<file path="src/rtl/rstseq_pkg.sv">
package rstseq_pkg;
  localparam int NSRC     = 5;
  localparam int SRC_POR  = 0;
  localparam int SRC_PIN  = 1;
  localparam int SRC_WDT  = 2;
  localparam int SRC_PFD  = 3;
  localparam int SRC_ADDR = 4;

  typedef enum logic [2:0] {PH_RUN, PH_HOLD, PH_TAIL, PH_VLO, PH_VHI} phase_t;

  // address of the vector byte: base for low byte, base+1 for high byte
  function automatic logic [15:0] vec_byte_addr(input logic [15:0] base, input logic hi);
    return base + {15'd0, hi};
  endfunction

  // last tail cycle reached
  function automatic logic tail_done(input int unsigned cnt, input int unsigned len);
    return cnt == len - 1;
  endfunction
endpackage

</file>
<file path="src/rtl/rstseq_pin_filter.sv">
module rstseq_pin_filter #(
  parameter int PIN_MIN = 8
) (
  input  logic clk,
  input  logic por,
  input  logic pin_n,
  input  logic gpio_mode,
  output logic pin_req
);
  localparam int CW = $clog2(PIN_MIN + 1);

  logic          s1, s2;
  logic [CW-1:0] low_cnt;
  logic          filt_low;

  always_ff @(posedge clk or posedge por) begin
    if (por) begin
      s1      <= 1'b1;
      s2      <= 1'b1;
      low_cnt <= '0;
    end else begin
      s1 <= pin_n;
      s2 <= s1;
      if (s2)
        low_cnt <= '0;
      else if (low_cnt != CW'(PIN_MIN))
        low_cnt <= low_cnt + 1'b1;
    end
  end

  assign filt_low = (low_cnt == CW'(PIN_MIN));
  assign pin_req  = filt_low & ~gpio_mode;

  // a high synchronised sample withdraws acceptance on the next cycle
  a_r2_high_breaks_run: assert property (@(posedge clk) disable iff (por)
    s2 |=> !filt_low);
endmodule

</file>
<file path="src/rtl/rstseq_hold_timer.sv">
module rstseq_hold_timer #(
  parameter int CNT_W = 18
) (
  input  logic clk,
  input  logic por,
  input  logic req_any,
  output logic hold_q,
  output logic ovf
);
  localparam logic [CNT_W-1:0] MAXV = {CNT_W{1'b1}};

  logic [CNT_W-1:0] cnt;

  always_ff @(posedge clk or posedge por) begin
    if (por) begin
      hold_q <= 1'b1;
      cnt    <= '0;
    end else if (req_any) begin
      hold_q <= 1'b1;
      cnt    <= '0;
    end else if (hold_q) begin
      cnt <= cnt + 1'b1;
      if (cnt == MAXV) hold_q <= 1'b0;
    end
  end

  assign ovf = hold_q & ~req_any & (cnt == MAXV);

  a_r4_req_sets_latch: assert property (@(posedge clk) disable iff (por)
    req_any |=> hold_q && cnt == '0);
  a_r5_hold_before_ovf: assert property (@(posedge clk) disable iff (por)
    hold_q && !ovf |=> hold_q);
  a_r5_release_on_ovf: assert property (@(posedge clk) disable iff (por)
    ovf |=> !hold_q);
endmodule

</file>
<file path="src/rtl/rstseq_vector_seq.sv">
module rstseq_vector_seq
  import rstseq_pkg::*;
#(
  parameter int          TAIL_CYC = 7,
  parameter logic [15:0] VEC_BASE = 16'hFFFE
) (
  input  logic        clk,
  input  logic        por,
  input  logic        req_any,
  input  logic        ovf,
  output logic        cpu_hold,
  output logic        vec_fetch,
  output logic [15:0] vec_addr
);
  localparam int TCW = $clog2(TAIL_CYC + 1);

  phase_t         ph;
  logic [TCW-1:0] tcnt;
  logic           tail_last;

  assign tail_last = tail_done(32'(tcnt), TAIL_CYC);

  always_ff @(posedge clk or posedge por) begin
    if (por) begin
      ph   <= PH_HOLD;
      tcnt <= '0;
    end else if (req_any) begin
      ph   <= PH_HOLD;
      tcnt <= '0;
    end else begin
      case (ph)
        PH_HOLD: if (ovf) begin
          ph   <= PH_TAIL;
          tcnt <= '0;
        end
        PH_TAIL: if (tail_last) ph <= PH_VLO;
                 else tcnt <= tcnt + 1'b1;
        PH_VLO:  ph <= PH_VHI;
        PH_VHI:  ph <= PH_RUN;
        default: ph <= PH_RUN;
      endcase
    end
  end

  assign vec_fetch = (ph == PH_VLO) || (ph == PH_VHI);
  assign cpu_hold  = (ph != PH_RUN);
  assign vec_addr  = vec_byte_addr(VEC_BASE, ph == PH_VHI);

  a_r6_tail_stays: assert property (@(posedge clk) disable iff (por)
    ph == PH_TAIL && !req_any && !tail_last |=> ph == PH_TAIL);
  a_r6_low_then_high: assert property (@(posedge clk) disable iff (por)
    ph == PH_VLO && !req_any |=> vec_fetch && vec_addr == VEC_BASE + 16'd1);
endmodule

</file>
<file path="src/rtl/rstseq_cause.sv">
module rstseq_cause
  import rstseq_pkg::*;
(
  input  logic            clk,
  input  logic            por,
  input  logic [NSRC-1:0] req_vec,
  input  logic            clr_we,
  input  logic [NSRC-1:0] clr_mask,
  output logic [NSRC-1:0] cause
);
  logic any_req;
  assign any_req = |req_vec;

  always_ff @(posedge clk or posedge por) begin
    if (por)
      cause <= NSRC'(1) << SRC_POR;
    else if (any_req)
      cause <= req_vec;
    else if (clr_we)
      cause <= cause & ~clr_mask;
  end

  a_r8_cause_load: assert property (@(posedge clk) disable iff (por)
    any_req |=> cause == $past(req_vec));
  a_r9_w1c: assert property (@(posedge clk) disable iff (por)
    clr_we && !any_req |=> (cause & $past(clr_mask)) == '0);
endmodule

</file>
<file path="src/rtl/rstseq_top.sv">
module rstseq_top
  import rstseq_pkg::*;
#(
  parameter int          CNT_W    = 18,
  parameter int          PIN_MIN  = 8,
  parameter int          TAIL_CYC = 7,
  parameter logic [15:0] VEC_BASE = 16'hFFFE
) (
  input  logic        clk,
  input  logic        por_req,
  input  logic        rst_pin_n,
  input  logic        pin_as_input,
  input  logic        wdt_req,
  input  logic        pfd_req,
  input  logic        addr_fail_req,
  input  logic        cause_clr_we,
  input  logic [4:0]  cause_clr_mask,
  output logic        int_rst,
  output logic        cpu_hold,
  output logic        vec_fetch,
  output logic [15:0] vec_addr,
  output logic        periph_clk_en,
  output logic        ctl_init,
  output logic [4:0]  reset_cause
);
  logic            pin_req;
  logic            req_any;
  logic            ovf;
  logic [NSRC-1:0] req_vec;

  rstseq_pin_filter #(.PIN_MIN(PIN_MIN)) u_pin (
    .clk(clk), .por(por_req), .pin_n(rst_pin_n),
    .gpio_mode(pin_as_input), .pin_req(pin_req));

  always_comb begin
    req_vec           = '0;
    req_vec[SRC_PIN]  = pin_req;
    req_vec[SRC_WDT]  = wdt_req;
    req_vec[SRC_PFD]  = pfd_req;
    req_vec[SRC_ADDR] = addr_fail_req;
  end
  assign req_any = |req_vec;

  rstseq_hold_timer #(.CNT_W(CNT_W)) u_timer (
    .clk(clk), .por(por_req), .req_any(req_any),
    .hold_q(int_rst), .ovf(ovf));

  rstseq_vector_seq #(.TAIL_CYC(TAIL_CYC), .VEC_BASE(VEC_BASE)) u_vec (
    .clk(clk), .por(por_req), .req_any(req_any), .ovf(ovf),
    .cpu_hold(cpu_hold), .vec_fetch(vec_fetch), .vec_addr(vec_addr));

  rstseq_cause u_cause (
    .clk(clk), .por(por_req), .req_vec(req_vec),
    .clr_we(cause_clr_we), .clr_mask(cause_clr_mask), .cause(reset_cause));

  assign periph_clk_en = ~cpu_hold;
  assign ctl_init      = cpu_hold;

  a_r7_hold_covers_latch: assert property (@(posedge clk) disable iff (por_req)
    int_rst |-> cpu_hold);
  a_r4_pulse_resets: assert property (@(posedge clk) disable iff (por_req)
    wdt_req || pfd_req || addr_fail_req |=> int_rst);
  a_r3_gpio_no_reset: assert property (@(posedge clk) disable iff (por_req)
    pin_as_input && !wdt_req && !pfd_req && !addr_fail_req && !int_rst |=> !int_rst);
endmodule

</file>
<file path="config.mk">
export PLATFORM = sky130hd
export DESIGN_NAME = rstseq_top
export DESIGN_NICKNAME = d
export VERILOG_FILES = /design/src/rtl/rstseq_pkg.sv /design/src/rtl/rstseq_pin_filter.sv /design/src/rtl/rstseq_hold_timer.sv /design/src/rtl/rstseq_vector_seq.sv /design/src/rtl/rstseq_cause.sv /design/src/rtl/rstseq_top.sv
export SDC_FILE = /design/constraint.sdc
export NUM_CORES = 1
export LEC_CHECK = 0
export BUFFER_PORTS_ARGS = -buffer_cell sky130_fd_sc_hd__buf_2
export CELL_PAD_IN_SITES_DETAIL_PLACEMENT = 0
export CELL_PAD_IN_SITES_GLOBAL_PLACEMENT = 1
export CORE_UTILIZATION = 25
export DETAILED_ROUTE_END_ITERATION = 6
export GPL_TIMING_DRIVEN = 0
export PLACE_DENSITY = 0.54
export SETUP_SLACK_MARGIN = 0.05
export SYNTH_ARGS = -nofsm -noshare
export SYNTH_HDL_FRONTEND = slang
export SYNTH_SLANG_ARGS = --single-unit
</file>
<file path="constraint.sdc">
create_clock -name clk -period 1.81 [get_ports clk]
set_clock_uncertainty 0.15 [all_clocks]
set_input_delay 0.362 -clock clk [delete_from_list [all_inputs] [get_ports clk]]
set_output_delay 0.362 -clock clk [all_outputs]
set_load 0.02 [all_outputs]
</file>
After elaboration in Yosys (flattened, before gate mapping). Cells that the tools add are included.

Register bits: 36. Input port bits: 13. Output and inout bits: 26.

Add/subtract/negate cells: 4. Equal/unequal tests: 11. Multiplexer cells: 17. Bitwise logic cells: 8. Reductions and logical operators: 9.

Operators by type and width (count): $mux 18 (2); $add 18x1->18 const B (1); $eq 18x18->1 const B (1); $mux 3 (6); $mux 5 (2); $pmux 3 s3 (1); $mux 4 (2); $eq 3x2->1 const B (2); $eq 3x3->1 const B (2); $ne 3x3->1 const B (2); $pmux 3 s2 (1); $reduce_bool 2->1 (3); $reduce_bool 3->1 (2); $and 5x5->5 (1); $not 5->5 (1); $add 4x1->4 const B (1); $eq 4x4->1 const B (1); $ne 4x4->1 const B (1); $reduce_or 4->1 (1); $add 2x2->3 const A (1); $add 3x1->3 const B (1); $and 1x1->1 (3); $eq 3x1->1 const B (1); $mux 1 (3); other kinds (5) (7).

Logic depth before layout (Yosys ltp).
Word-level depth: 9. Mapped depth: 7. Mapped depth without buffers: 6.

Cells and area by module. From an unflattened synthesis, not the netlist that was laid out.

Cells, all modules: 204. Area, all modules: 2003.2 um^2.

By module, submodules not included: rstseq_hold_timer (times used 1, cells each 102, area each 978.4 um^2, sequential area each 476.7 um^2); rstseq_vector_seq (times used 1, cells each 52, area each 480.5 um^2, sequential area each 151.4 um^2); rstseq_pin_filter (times used 1, cells each 24, area each 279.0 um^2, sequential area each 152.6 um^2); rstseq_cause (times used 1, cells each 22, area each 242.7 um^2, sequential area each 126.4 um^2); rstseq_top (times used 1, cells each 4, area each 22.5 um^2, sequential area each 0.0 um^2).

Worst setup path after synthesis. Ideal clock, no wire load.

Kind: reg2out. Start: reg u_vec.ph[1]. End: out vec_fetch. Arrival time: 1.433 ns. Required time: 1.298 ns. Setup slack: -0.135 ns. Cell stages (with the launch flop): 4. Buffers on the path: 1. Path through: dfrtp_1 -> clkbuf_1 -> nor3b_1 -> nand2b_1.

Word-level cells in the longest chain between the ends: 2. Elaborated cells between the ends (all ways): 3. Classes of those cells: 2 x eq/ne; 1 x reduce/logical.

RTL lines: start, declared (line rstseq_vector_seq.sv:17) `phase_t ph;`; start signal, assigned (line rstseq_vector_seq.sv:25) `ph <= PH_HOLD;`; start signal, assigned (line rstseq_vector_seq.sv:28) `ph <= PH_HOLD;`; start signal, assigned (line rstseq_vector_seq.sv:33) `ph <= PH_TAIL;`; $eq 3x2->1 or $eq 3x3->1 (tied branches) (line rstseq_vector_seq.sv:45) `assign vec_fetch = (ph == PH_VLO) || (ph == PH_VHI);`; $logic_or 1x1->1 * (line rstseq_vector_seq.sv:45); end, declared (line rstseq_top.sv:20) `output logic vec_fetch,`.

Mark *: on every way between the ends. The rest lies on a longest branch, timed or not.

Worst setup path after layout.
Start: reg u_vec.ph[2]. End: out ctl_init.

Word-level cells in the longest chain between the ends: 1.

RTL lines: $reduce_bool 3->1 (line rstseq_vector_seq.sv:46) `assign cpu_hold = (ph != PH_RUN);`; end, declared (line rstseq_top.sv:23) `output logic ctl_init,`.

Every way passes these cells.

==> flow_summary_export.csv <==
group,metric,value,unit
status,status,"complete, but fails checks",
status,violations,"negative setup slack",
logic_synthesis,ys_seq_area_share,46.8,%
detailed_routing,dr_total_vias,1549,
die,die_w,90.0,um
die,core_region_area,7370,um2
logic_synthesis,synth_cell_type_count,41,
grt,grtUsageTotal,10.3,%
timing,hold_viol_final,0,
power,seqPwrFrac,50.9,%
die,die-area,8100,um2
detailed_routing,drc,0,
grt,antenna_found_initial,0,
logic_synthesis,ys_ff_latch,36,
detailed_routing,wire_per_inst,11.5,um
clocking,worst_skew_pair.late_latency,280,ps
min_path,hold_path_class,"in -> reg",
setup_path,cp_max_fo,8,
detailed_routing,first_pass_iters,5,
placement,place.gp.congestion,0.707,
timing,timing.slew.headroom,48.0,%
placement,port_buffers,23,
setup_path,cp.arrival,1340,ps
clocking,cts.htree.levels,2,
min_path,min_from,"rst_pin_n",
finish,final_util,35.1,%
finish,diodes,0,
setup_path,r2r_slack,100,ps
logic_synthesis,synth_top_area_share,40.1,%
setup_path,end_kind,"primary output",
setup_path,reg2reg_from,"u_pin.low_cnt[0]",
power,power_density,629,nW/um2
timing,worst_pin_slew,779,ps
setup_path,crit_path_frequent_cell,"buf_6",
finish,mostFrequentLayoutCells,"buf_4, dfrtp_1, nor2_1, buf_2, nand2_1",
die,start_util,26.3,%
finish,syn_to_final_growth,33.5,%
grt,grt_pass1_wl,6780,um
setup_path,cp.depth,3,
clocking,cts_hold_buf,0,
die,die_y,90.0,um
logic_synthesis,synthTopCellsByArea,"dfrtp_1, dfstp_2, buf_4, nor2_1, xor2_1",
power,power.share.combinational,10.5,%
min_path,hold_depth,1,
power,pwr-share-clk,38.6,%
grt,grt_pass1_vias,1490,
logic_synthesis,mappedNetlistArea,1940,um2
clocking,root_buffer,"clkbuf_8",
grt,grt_overflow,0,
timing,slew_violations,0,
power,p_leak,0.00118,uW
detailed_routing,drt_wl_total,4140,um
placement,hpwl,2670,um
timing,fmax,0.539,GHz
power,cellInternalPower,1240,uW
setup_path,critPathBufInv,2,
detailed_routing,vias_per_cell,4.30,
setup_path,cpLargestDelayFamily,"flip-flops",
clocking,clockBufferDepth,2,
placement,dp_slack,-149,ps
die,rows,31,
finish,layout-drive-gt1-share,36.4,%
power,vdd_drop_max,0.368,mV
logic_synthesis,synth-edff-count,0,
setup_path,cp_cell_sequence,"or3_4 -> buf_6 -> buf_6",
logic_synthesis,postSynthCellCount,198,
grt,grt_max_degree,37,
logic_synthesis,yosysTopAreaCell,"dfrtp_1",
power,switching_power,383,uW
timing,fin_ws,-44.2,ps
timing,layout_min_cycle_time,1850,ps
timing,setup_viol,2,
logic_synthesis,postSynthAreaPerCell,9.78,um2
logic_synthesis,ys_warn_count,0,
timing,period_share,102,%
clocking,cts_buffers,5,
setup_path,critPathLaunchType,"flop",
setup_path,slowest_stage,"dfrtp_1",
setup_path,cpPeakStageDelay,450,ps
setup_path,worst-setup-path-type,"reg -> out",
setup_path,reg2reg_depth,7,
die,ios,39,
logic_synthesis,ys.flop_type,"dfrtp_1",
clocking,clkTransAtPathRegs,70,ps
setup_path,worst_ep_required_time,1300,ps
clocking,cts_sinks,36,
detailed_routing,first_iter_violations,60,
timing,rsz0062_at_grt,"yes",
detailed_routing,final_antenna_net_count,0,
min_path,hold_end,"u_pin.s1",
finish,nets,278,
logic_synthesis,synthArstFlopShare,100,%
job,maxCapViolCount,0,
power,swShare,23.5,%
finish,final_common_cell,"buf_4",
clocking,cts_tree,"built",
setup_path,r2r-end,"u_vec.tcnt[1]",
-- power by group through the flow --
stage	logic, uW	registers, uW	clock network (uW)
after floorplan	97.7	848	0
after global placement	137	845	0
after detailed placement	136	845	0
after CTS	150	828	653
after global routing	188	830	680
final	171	829	627
-- cells in the mapped netlist (all sizes together) (4+ instances only) --
| cell type | instances |
|---|---|
| dfrtp | 31 |
| a21oi | 11 |
| xor2 | 9 |
| inv | 6 |
| o21ai | 8 |
| xnor2 | 4 |
| nor2 | 22 |
| ha | 5 |
| dfstp | 5 |
| buf | 19 |
| or3 | 7 |
| nand4 | 9 |
| nand2 | 16 |
| a31o | 4 |
| nand3 | 8 |
-- stage by stage --
stage | hold slack [ps] | TNS [ps] | instances | power [uW] | cell area (um2)
floorplan | 195 | 0 | 212 | 946 | 1990
global placement | 196 | -5910 | 334 | 982 | 2230
detailed placement | 197 | -1900 | 334 | 981 | 2230
CTS | 9.11 | -367 | 351 | 1630 | 2460
global route | 1.54 | -285 | 360 | 1700 | 2580
finish | 20.6 | -45.4 | 360 | 1630 | 2580
-- registers in the layout, summed over array words and instances, names as in the netlist --
signal          cells
u_cause.cause       5
u_pin.low_cnt       4
u_pin.s1            1
u_pin.s2            1
u_timer.cnt        18
u_timer.hold_q      1
u_vec.ph            3
u_vec.tcnt          3
-- worst register-to-register path, delay by kind of cell, from the launching register on --
family	cells	cell delay, ps
simple gates	4	770
buf+inv	2	190
fa+ha+maj	1	160
flops	1	370
-- what timing repair did --
action                                  in CTS  in global routing
setup buffers                                9                  9
gates resized for setup                     21                 12
cloned                                       0                  1
endpoints found under the setup margin      26                 18
pin swaps                                    3                  8
-- area by class of cell --
| cell class | instances | area [um2] |
|---|---|---|
| Fill cell | 783 | 4780 |
| Multi-Input combinational cell | 149 | 980 |
| Sequential cell | 36 | 907 |
| Timing Repair Buffer | 41 | 279 |
| Buffer | 21 | 173 |
| Tap cell | 99 | 124 |
| Clock buffer | 8 | 100 |
| Inverter | 6 | 22.5 |
-- worst max-delay path by stage --
stage / from / endpoint / slack, ps
finish: u_vec.ph[2] / ctl_init / -40
global route: u_vec.ph[1] / ctl_init / -110
CTS: u_vec.ph[1] / ctl_init / -120
detailed placement: u_pin.low_cnt[0] / u_vec.tcnt[0] / -150
global placement: u_pin.low_cnt[0] / u_vec.tcnt[0] / -140
floorplan: u_vec.ph[1] / ctl_init / 50
-- per-layer routing --
metal  vias to the layer above  part of all wire [%]  routed length (um)  track usage [%]
met5                         -                     0                   0                0
met4                         0                   1.1                  47             4.57
met3                         4                   4.0                 164             2.79
met2                        31                    45                1850             15.3
met1                       732                    50                2090             13.9
li1                        782                     -                   -                -
-- cell families after synthesis --
kind of cell,after synthesis,share of synthesized area [%]
AOI/OAI and AO/OA,31,10.0
xor gates and xnor gates,13,5.88
adders and majority gates,5,3.23
buffers and inverters,28,9.17
DFF,36,46.8
muxes,2,1.03
other,1,0.194
and+or+nand+nor,82,23.6
No activity file was read; power rests on OpenSTA's default activity.
